==> src/rtl/irq_poll_pkg.sv <==
package irq_poll_pkg;

   typedef struct packed {
      logic irq_lvl;
      logic nmi_pend;
      logic res_low;
   } pin_state_t;

   typedef enum logic [1:0] {
      VK_IRQ = 2'd0,
      VK_NMI = 2'd1,
      VK_RST = 2'd2
   } vec_kind_e;

endpackage

==> src/rtl/ips_pin_sample.sv <==
module ips_pin_sample
   import irq_poll_pkg::*;
#(
   parameter int SYNC_STAGES = 0
) (
   input  logic       clk,
   input  logic       rst_n,
   input  logic       ce,
   input  logic       irq_n,
   input  logic       nmi_n,
   input  logic       res_n,
   input  logic       nmi_ack,
   output pin_state_t st
);
   logic [2:0] raw;
   logic       nmi_prev;

   generate
      if (SYNC_STAGES == 0) begin : g_direct
         assign raw = {irq_n, nmi_n, res_n};
      end else begin : g_sync
         logic [2:0] stg [SYNC_STAGES];
         always_ff @(posedge clk or negedge rst_n) begin
            if (!rst_n) begin
               for (int i = 0; i < SYNC_STAGES; i++) stg[i] <= 3'b111;
            end else if (ce) begin
               stg[0] <= {irq_n, nmi_n, res_n};
               for (int i = 1; i < SYNC_STAGES; i++) stg[i] <= stg[i-1];
            end
         end
         assign raw = stg[SYNC_STAGES-1];
      end
   endgenerate

   always_ff @(posedge clk or negedge rst_n) begin
      if (!rst_n) begin
         st       <= '0;
         nmi_prev <= 1'b1;
      end else if (ce) begin
         st.irq_lvl  <= ~raw[2];
         nmi_prev    <= raw[1];
         st.nmi_pend <= (nmi_prev & ~raw[1]) | (st.nmi_pend & ~nmi_ack);
         st.res_low  <= ~raw[0];
      end
   end

endmodule

==> src/rtl/ips_poll.sv <==
module ips_poll
   import irq_poll_pkg::*;
#(
   parameter bit RTI_EARLY = 1'b1
) (
   input  pin_state_t pins,
   input  logic       poll_pt,
   input  logic       br_nopoll,
   input  logic       poll_rti,
   input  logic       i_flag,
   input  logic       i_restored,
   output logic       poll_req
);
   logic mask_eff;

   generate
      if (RTI_EARLY) begin : g_early
         assign mask_eff = poll_rti ? i_restored : i_flag;
      end else begin : g_late
         logic unused_rti;
         assign unused_rti = poll_rti ^ i_restored;
         assign mask_eff = i_flag;
      end
   endgenerate

   assign poll_req = poll_pt & ~br_nopoll &
                     (pins.nmi_pend | (pins.irq_lvl & ~mask_eff));

endmodule

==> src/rtl/ips_seq.sv <==
module ips_seq
   import irq_poll_pkg::*;
#(
   parameter int ADDR_W     = 16,
   parameter int SEQ_LAST   = 7,
   parameter int VEC_STEP   = 6,
   parameter logic [ADDR_W-1:0] VEC_NMI = 16'hFFFA,
   parameter logic [ADDR_W-1:0] VEC_RST = 16'hFFFC,
   parameter logic [ADDR_W-1:0] VEC_IRQ = 16'hFFFE,
   parameter int CNT_W      = 3
) (
   input  logic              clk,
   input  logic              rst_n,
   input  logic              ce,
   input  pin_state_t        pins,
   input  logic              poll_req,
   input  logic              brk_go,
   output logic              busy,
   output logic [CNT_W-1:0]  cnt,
   output logic              hw,
   output logic              is_rst,
   output logic [ADDR_W-1:0] vec_base,
   output logic              nmi_ack
);
   localparam logic [CNT_W-1:0] CHOICE = CNT_W'(VEC_STEP - 1);
   localparam logic [CNT_W-1:0] LAST   = CNT_W'(SEQ_LAST);

   logic      rst_pend;
   logic      at_choice;
   vec_kind_e kind;

   assign at_choice = busy && (cnt == CHOICE);
   assign nmi_ack   = ce && !pins.res_low && at_choice && !is_rst && pins.nmi_pend;

   always_comb begin
      if (is_rst)             kind = VK_RST;
      else if (pins.nmi_pend) kind = VK_NMI;
      else                    kind = VK_IRQ;
   end

   always_ff @(posedge clk or negedge rst_n) begin
      if (!rst_n) begin
         busy     <= 1'b0;
         cnt      <= '0;
         hw       <= 1'b0;
         is_rst   <= 1'b0;
         rst_pend <= 1'b0;
         vec_base <= '0;
      end else if (ce) begin
         if (pins.res_low) begin
            busy     <= 1'b0;
            rst_pend <= 1'b1;
         end else if (rst_pend) begin
            busy     <= 1'b1;
            cnt      <= '0;
            hw       <= 1'b1;
            is_rst   <= 1'b1;
            rst_pend <= 1'b0;
         end else if (busy) begin
            if (cnt == LAST) busy <= 1'b0;
            else             cnt  <= cnt + 1'b1;
            if (at_choice) begin
               case (kind)
                  VK_RST:  vec_base <= VEC_RST;
                  VK_NMI:  vec_base <= VEC_NMI;
                  default: vec_base <= VEC_IRQ;
               endcase
            end
         end else if (brk_go) begin
            busy   <= 1'b1;
            cnt    <= CNT_W'(1);
            hw     <= 1'b0;
            is_rst <= 1'b0;
         end else if (poll_req) begin
            busy   <= 1'b1;
            cnt    <= CNT_W'(1);
            hw     <= 1'b1;
            is_rst <= 1'b0;
         end
      end
   end

endmodule

==> src/rtl/irq_poll_seq.sv <==
module irq_poll_seq
   import irq_poll_pkg::*;
#(
   parameter int ADDR_W      = 16,
   parameter int SYNC_STAGES = 0,
   parameter bit RTI_EARLY   = 1'b1,
   parameter int SEQ_LAST    = 7,
   parameter int VEC_STEP    = 6,
   parameter int PUSH_FIRST  = 3,
   parameter int PUSH_LAST   = 5,
   parameter logic [ADDR_W-1:0] VEC_NMI = 16'hFFFA,
   parameter logic [ADDR_W-1:0] VEC_RST = 16'hFFFC,
   parameter logic [ADDR_W-1:0] VEC_IRQ = 16'hFFFE,
   localparam int CNT_W = $clog2(SEQ_LAST + 1)
) (
   input  logic              clk,
   input  logic              rst_n,
   input  logic              cyc_ce,
   input  logic              irq_pin_n,
   input  logic              nmi_pin_n,
   input  logic              res_pin_n,
   input  logic              i_flag,
   input  logic              i_restored,
   input  logic              poll_pt,
   input  logic              poll_rti,
   input  logic              br_nopoll,
   input  logic              brk_go,
   output logic              int_take,
   output logic              seq_busy,
   output logic [CNT_W-1:0]  seq_cycle,
   output logic              vec_valid,
   output logic [ADDR_W-1:0] vec_addr,
   output logic              wr_inhibit
);
   generate
      if (SYNC_STAGES < 0) begin : g_bad_sync
         $error("SYNC_STAGES must not be negative");
      end
      if (VEC_STEP < 2 || VEC_STEP >= SEQ_LAST) begin : g_bad_vec
         $error("VEC_STEP must lie between 2 and SEQ_LAST-1");
      end
      if (PUSH_FIRST < 1 || PUSH_FIRST > PUSH_LAST || PUSH_LAST >= VEC_STEP) begin : g_bad_push
         $error("push window must end before the vector fetch");
      end
      if (VEC_NMI[0] || VEC_RST[0] || VEC_IRQ[0]) begin : g_bad_align
         $error("vector bases must be even");
      end
   endgenerate

   localparam logic [CNT_W-1:0] VSTEP = CNT_W'(VEC_STEP);
   localparam logic [CNT_W-1:0] PFIRST = CNT_W'(PUSH_FIRST);
   localparam logic [CNT_W-1:0] PLAST = CNT_W'(PUSH_LAST);

   pin_state_t        pins;
   logic              poll_req;
   logic              busy;
   logic [CNT_W-1:0]  cnt;
   logic              hw;
   logic              is_rst;
   logic [ADDR_W-1:0] vec_base;
   logic              nmi_ack;

   ips_pin_sample #(.SYNC_STAGES(SYNC_STAGES)) u_pins (
      .clk(clk), .rst_n(rst_n), .ce(cyc_ce),
      .irq_n(irq_pin_n), .nmi_n(nmi_pin_n), .res_n(res_pin_n),
      .nmi_ack(nmi_ack), .st(pins)
   );

   ips_poll #(.RTI_EARLY(RTI_EARLY)) u_poll (
      .pins(pins), .poll_pt(poll_pt), .br_nopoll(br_nopoll),
      .poll_rti(poll_rti), .i_flag(i_flag), .i_restored(i_restored),
      .poll_req(poll_req)
   );

   ips_seq #(
      .ADDR_W(ADDR_W), .SEQ_LAST(SEQ_LAST), .VEC_STEP(VEC_STEP),
      .VEC_NMI(VEC_NMI), .VEC_RST(VEC_RST), .VEC_IRQ(VEC_IRQ), .CNT_W(CNT_W)
   ) u_seq (
      .clk(clk), .rst_n(rst_n), .ce(cyc_ce), .pins(pins),
      .poll_req(poll_req), .brk_go(brk_go),
      .busy(busy), .cnt(cnt), .hw(hw), .is_rst(is_rst),
      .vec_base(vec_base), .nmi_ack(nmi_ack)
   );

   assign seq_busy   = busy;
   assign seq_cycle  = cnt;
   assign int_take   = busy && hw && (cnt == CNT_W'(1));
   assign vec_valid  = busy && (cnt >= VSTEP);
   assign vec_addr   = vec_valid ? (vec_base + ADDR_W'(cnt - VSTEP)) : '0;
   assign wr_inhibit = busy && is_rst && (cnt >= PFIRST) && (cnt <= PLAST);

endmodule

==> config.mk <==
export PLATFORM = sky130hd
export DESIGN_NAME = irq_poll_seq
export DESIGN_NICKNAME = d
export VERILOG_FILES = /design/src/rtl/irq_poll_pkg.sv /design/src/rtl/ips_pin_sample.sv /design/src/rtl/ips_poll.sv /design/src/rtl/ips_seq.sv /design/src/rtl/irq_poll_seq.sv
export SDC_FILE = /design/constraint.sdc
export NUM_CORES = 1
export LEC_CHECK = 0
export BUFFER_PORTS_ARGS = -buffer_cell sky130_fd_sc_hd__buf_4
export CAP_MARGIN = 10
export CELL_PAD_IN_SITES_DETAIL_PLACEMENT = 0
export CELL_PAD_IN_SITES_GLOBAL_PLACEMENT = 1
export CORE_MARGIN = 4
export CORE_UTILIZATION = 41
export DETAILED_ROUTE_END_ITERATION = 8
export GPL_ROUTABILITY_DRIVEN = 1
export HOLD_SLACK_MARGIN = 0.08
export MAX_ROUTING_LAYER = met4
export PLACE_DENSITY_LB_ADDON = 0.25
export SLEW_MARGIN = 0
export SYNTH_ARGS = -nofsm -noshare
export SYNTH_HDL_FRONTEND = slang
export SYNTH_SLANG_ARGS = --single-unit
==> constraint.sdc <==
create_clock -name clk -period 4.6 [get_ports clk]
set_input_delay 0.92 -clock clk [delete_from_list [all_inputs] [get_ports clk]]
set_output_delay 0.92 -clock clk [all_outputs]
set_load 0.05 [all_outputs]
-- Word-level counts from Yosys, hierarchy flattened
Cells that the tools add are included.
Widths: inputs -> output; s select.
- bits in writable memories: 0
- word-level logic and storage cells: 81
- bits in latches: 0
- memories kept: 0
- bits in read-only memories: 0
- bits in registers: 27
- output and inout port bits: 23
- bits of input ports: 12
- $mul: 0
- equality and inequality tests: 7
- reductions and logical operators: 18
- magnitude comparators: 3
- divide/modulo/power cells: 0
- multiplexer cells: 25
- shifts and indexed selects: 0
- bitwise gates (word level): 15
- $add $sub $neg: 3
- operators by type and width (cell ; number):
    $mux 1 ; 17
    $add 16x16->16 ; 1
    $mux 16 ; 1
    $mux 3 ; 5
    $logic_and 1x1->1 ; 11
    $not 1->1 ; 8
    $reduce_and 4->1 ; 2
    $eq 3x3->1 const B ; 2
    $pmux 3 s2 ; 1
    $and 1x1->1 ; 5
    $reduce_and 5->1 ; 1
    $reduce_bool 4->1 ; 1
    $sub 3x3->4 const B ; 1
    $add 3x1->3 const B ; 1
    $eq 3x1->1 const B ; 1
    $ge 3x2->1 const B ; 1
    $ge 3x3->1 const B ; 1
    $le 3x3->1 const B ; 1
    $ne 3x3->1 const B ; 1
    $reduce_bool 3->1 ; 1
    $eq 2x1->1 const B ; 1
    $eq 2x2->1 const B ; 1
    $logic_not 1->1 ; 2
    $mux 2 ; 1
    other kinds (2) ; 3

-- Longest topological paths before layout
- depth after elaboration: 10
- mapped depth: 9
- mapped depth without buffers: 8

-- Cells and area by module
Synthesis repeated with hierarchy kept, for this count alone.
- cells, all modules: 220
- area, all modules: 1809.2 µm²
- modules (own cells, without submodules) (module ; cells an instance ; instances ; seq. area each (µm²) ; area an instance (µm²)):
    irq_poll_seq ; 138 ; 1 ; 0.0 ; 954.7
    ips_seq ; 66 ; 1 ; 250.2 ; 655.6
    ips_pin_sample ; 12 ; 1 ; 101.3 ; 160.2
    ips_poll ; 4 ; 1 ; 0.0 ; 38.8

-- Least setup slack after synthesis
OpenSTA, ideal clock, no wires.
- path type: reg-to-output
- from: register u_seq.cnt[1]
- to: output port vec_addr[11]
- arrival time: 3.613 ns
- stages on the path, launching flop included: 10
- data required time: 3.680 ns
- slack: 0.067 ns
- buffers on the path: 1
- cell sequence: dfrtp_1 > inv_1 > ha_1 > inv_1 > fa_1 > fa_1 > inv_1 > fa_1 > nor2_1 > buf_4
- word-level cells in the longest chain between the ends: 3
- elaborated cells between the ends (all ways): 5
- classes of those cells: add/sub: 2; order compare: 1; mux: 1; reduce/logical: 1
- ends and longest elaborated chain (element ; RTL line ; source):
    start, declared ; ips_seq.sv:19 ; output logic [CNT_W-1:0] cnt,
    start signal, assigned ; ips_seq.sv:61 ; else cnt <= cnt + 1'b1;
    $sub 3x3->4 / $ge 3x3->1 (equally long branches) ; irq_poll_seq.sv:89, irq_poll_seq.sv:88 ;
    $add 16x16->16 / $logic_and 1x1->1 (equally long branches) ; irq_poll_seq.sv:89, irq_poll_seq.sv:88 ;
    $mux 16 * ; irq_poll_seq.sv:89 ; assign vec_addr = vec_valid ? (vec_base + ADDR_W'(cnt - VSTEP)) : '0;
    end, declared ; irq_poll_seq.sv:32 ; output logic [ADDR_W-1:0] vec_addr,
Mark *: on every way between the ends. The rest lies on a longest branch, timed or not.

-- Final worst setup path
- from: register u_seq.cnt[1]
- to: output port vec_addr[5]
The elaborated chain is that of the path after synthesis.

==> out/metrics.yaml <==
grt_start_max_net_pins: 15
period_share: 0.846
ys_ff_latch: 14
synth.cell_area_um2: 1170
antenna_cells: 0
syn_area_per_cell_um2: 10.0
crit_required_ps: 3680
final_common_cell: "buf_4"
ir_drop_v: 0.000210
antenna_found_initial: 0
cts_tree: "done"
io_pins: 35
setup_tns_ps: 0
rsz0062_at_grt: "false"
final-setup-viol-count: 0
hold_viol: 0
skew_ps: 4.60
synth_seq_area_share: 0.300
numClockSinks: 14
syn-num-nets: 146
startpoint_type: "flip-flop"
path_clk_slew_ps: 80
hold_class: "primary input to async pin"
start_util: 0.426
die_h_um: 61.5
dieArea_um2: 3780
cts_max_level: 1
synth_cell_type_count: 37
ff2ff_setup_slack_ps: 2490
synth.area.top_cells: "dfrtp_1 28%, ha_1 12%, fa_1 10%"
gp_congestion: 0.753
fin_crit_ps: 3890
syn_to_final_growth_pct: 23.6
powerDensity_nw_per_um2: 244
slew_headroom: 0.677
dr_total_vias: 917
slew_violations: 0
ant_nets: 0
gr-total-overflow: 0
tightestPinTransition_ps: 481
track_usage: 0.143
grt_first_pass_wirelength_um: 3940
drt_wl_total_um: 2330
status: "finished clean"
final_cell_mix: "34 x buf_4, 13 x dfrtp_1, 12 x nor2_1, 11 x inv_1, 11 x ha_1"
clk_latency_ps: 280
die_x_um: 61.5
firstDrtPassIters: 4
root_buffer: "clkbuf_4"
netlist_instances: 117
portBuffers: 34
path_max_fanout: 7
rows: 19
final_area_um2: 1450
yosys.area.top_type: "dfrtp_1"
total_power_mw: 0.354
max_freq_mhz: 257
drt_iter0_drc: 28
critPathCaptureType: "output pin"
final_nets: 178
core_region_area_um2: 2760
clk_path_buf_depth: 2
cts_setup_buffers: 0
post_cts_resized: 0
hpwl_um: 1890
critPathArrivalTime_ps: 2970
grt_pass1_vias: 861
cap_violations: 0
final_layout_size_suffix_gt1_frac: 0.345
yosys_warnings: 0
placed_cell_area_um2: 1410
p_leak_nw: 0.761
wl_per_cell_um: 13.0
numCtsBuffers: 3
cts_hold_buf: 0
setup.worst_path.class: "flip-flop to output pin"
synth_top_cell_area_share: 0.277
vias_per_cell: 5.12
drc_errors: 0
==> power by group <==
| part | switching [mW] | leakage [nW] | internal [mW] |
|---|---|---|---|
| combinational | 0.0615 | 0.572 | 0.0435 |
| sequential | 0.0251 | 0.168 | 0.136 |
| clock | 0.0392 | 0.0210 | 0.0481 |
==> final timing paths <==
check,startpoint,end,cells past startpoint
worst max-delay path,u_seq.cnt[1],vec_addr[5],9
worst min-delay path,rst_n,u_seq.cnt[2],1
worst max register to register,u_seq.cnt[0],u_seq.cnt[1],6
worst min register to register,u_pins.nmi_prev,u_pins.st[1],2
max in group asynchronous,rst_n,u_pins.nmi_prev,1
min in group clk,u_pins.nmi_prev,u_pins.st[1],2
==> cell usage after synthesis <==
library cell,n
inv_1,11
ha_1,11
nor4_1,1
o21ai_0,4
a41oi_1,1
or2_2,1
buf_6,1
and2b_1,1
mux2_2,2
nand2_1,6
nor3_4,1
dfrtp_1,13
dfstp_2,1
fa_1,6
a2111o_1,1
and3_1,6
a211oi_1,1
nor2_1,12
buf_4,5
mux2i_1,2
o31ai_1,2
nor3_1,2
or2b_1,1
a21o_2,1
nand3_1,2
a2111oi_4,1
mux2_4,3
nor2b_1,1
buf_2,1
mux2_1,1
or2b_2,1
or2_1,1
and2b_2,1
a21o_1,2
o21ai_2,1
a22o_1,1
a21oi_1,8
==> critical path, stage by stage (launching register included) <==
cell     delay, ps
dfrtp_1        470
inv_1          110
ha_1           280
inv_1           60
fa_1           460
fa_1           390
inv_1           80
fa_1           410
nor2_1         190
buf_4          240
==> layout make-up <==
cell class	count	area, µm²
inverters	11	41.3
repair buffers	34	255
flip-flops and latches	14	352
clock buffers	4	36.3
multi-input cells	85	727
well taps	31	38.8
fillers	259	1310
==> logic make-up (layout without fill, tap and decap cells) <==
logic type | Yosys count | after routing | share of synthesized area
flip-flops | 14 | 14 | 0.300
buffers and inverters | 18 | 49 | 0.0810
AO/OA/AOI/OAI | 23 | 23 | 0.146
adder cells (fa/ha/maj) | 17 | 17 | 0.220
AND/OR/NAND/NOR | 37 | 37 | 0.170
multiplexers | 8 | 8 | 0.0842
==> sequential cells by signal, indices dropped and copies added (netlist names) <==
register and flops:
u_seq.is_rst 1, u_seq.hw 1, u_seq.rst_pend 1, u_seq.vec_base 3, u_seq.cnt 3, u_pins.st 3, u_pins.nmi_prev 1, u_seq.busy 1
==> through the flow <==
step	util	std cells	hold slack [ps]	worst slack (ps)
3_5_place_dp	0.513	175	508	1000
6_report	0.526	179	467	710
2_1_floorplan	-	117	479	67.3
4_1_cts	0.526	179	472	683
5_1_grt	0.526	179	472	498
3_3_place_gp	0.513	175	503	1050
==> routing by layer <==
layer / global-route usage / vias to the layer above / wire length (µm)
met1: 0.192 / 440 / 1050
met4: 0.0182 / 0 / 7
li1: - / 457 / -
met5: - / - / 0
met2: 0.227 / 18 / 1160
met3: 0.0314 / 2 / 109
(Power assumes the default switching activity.)
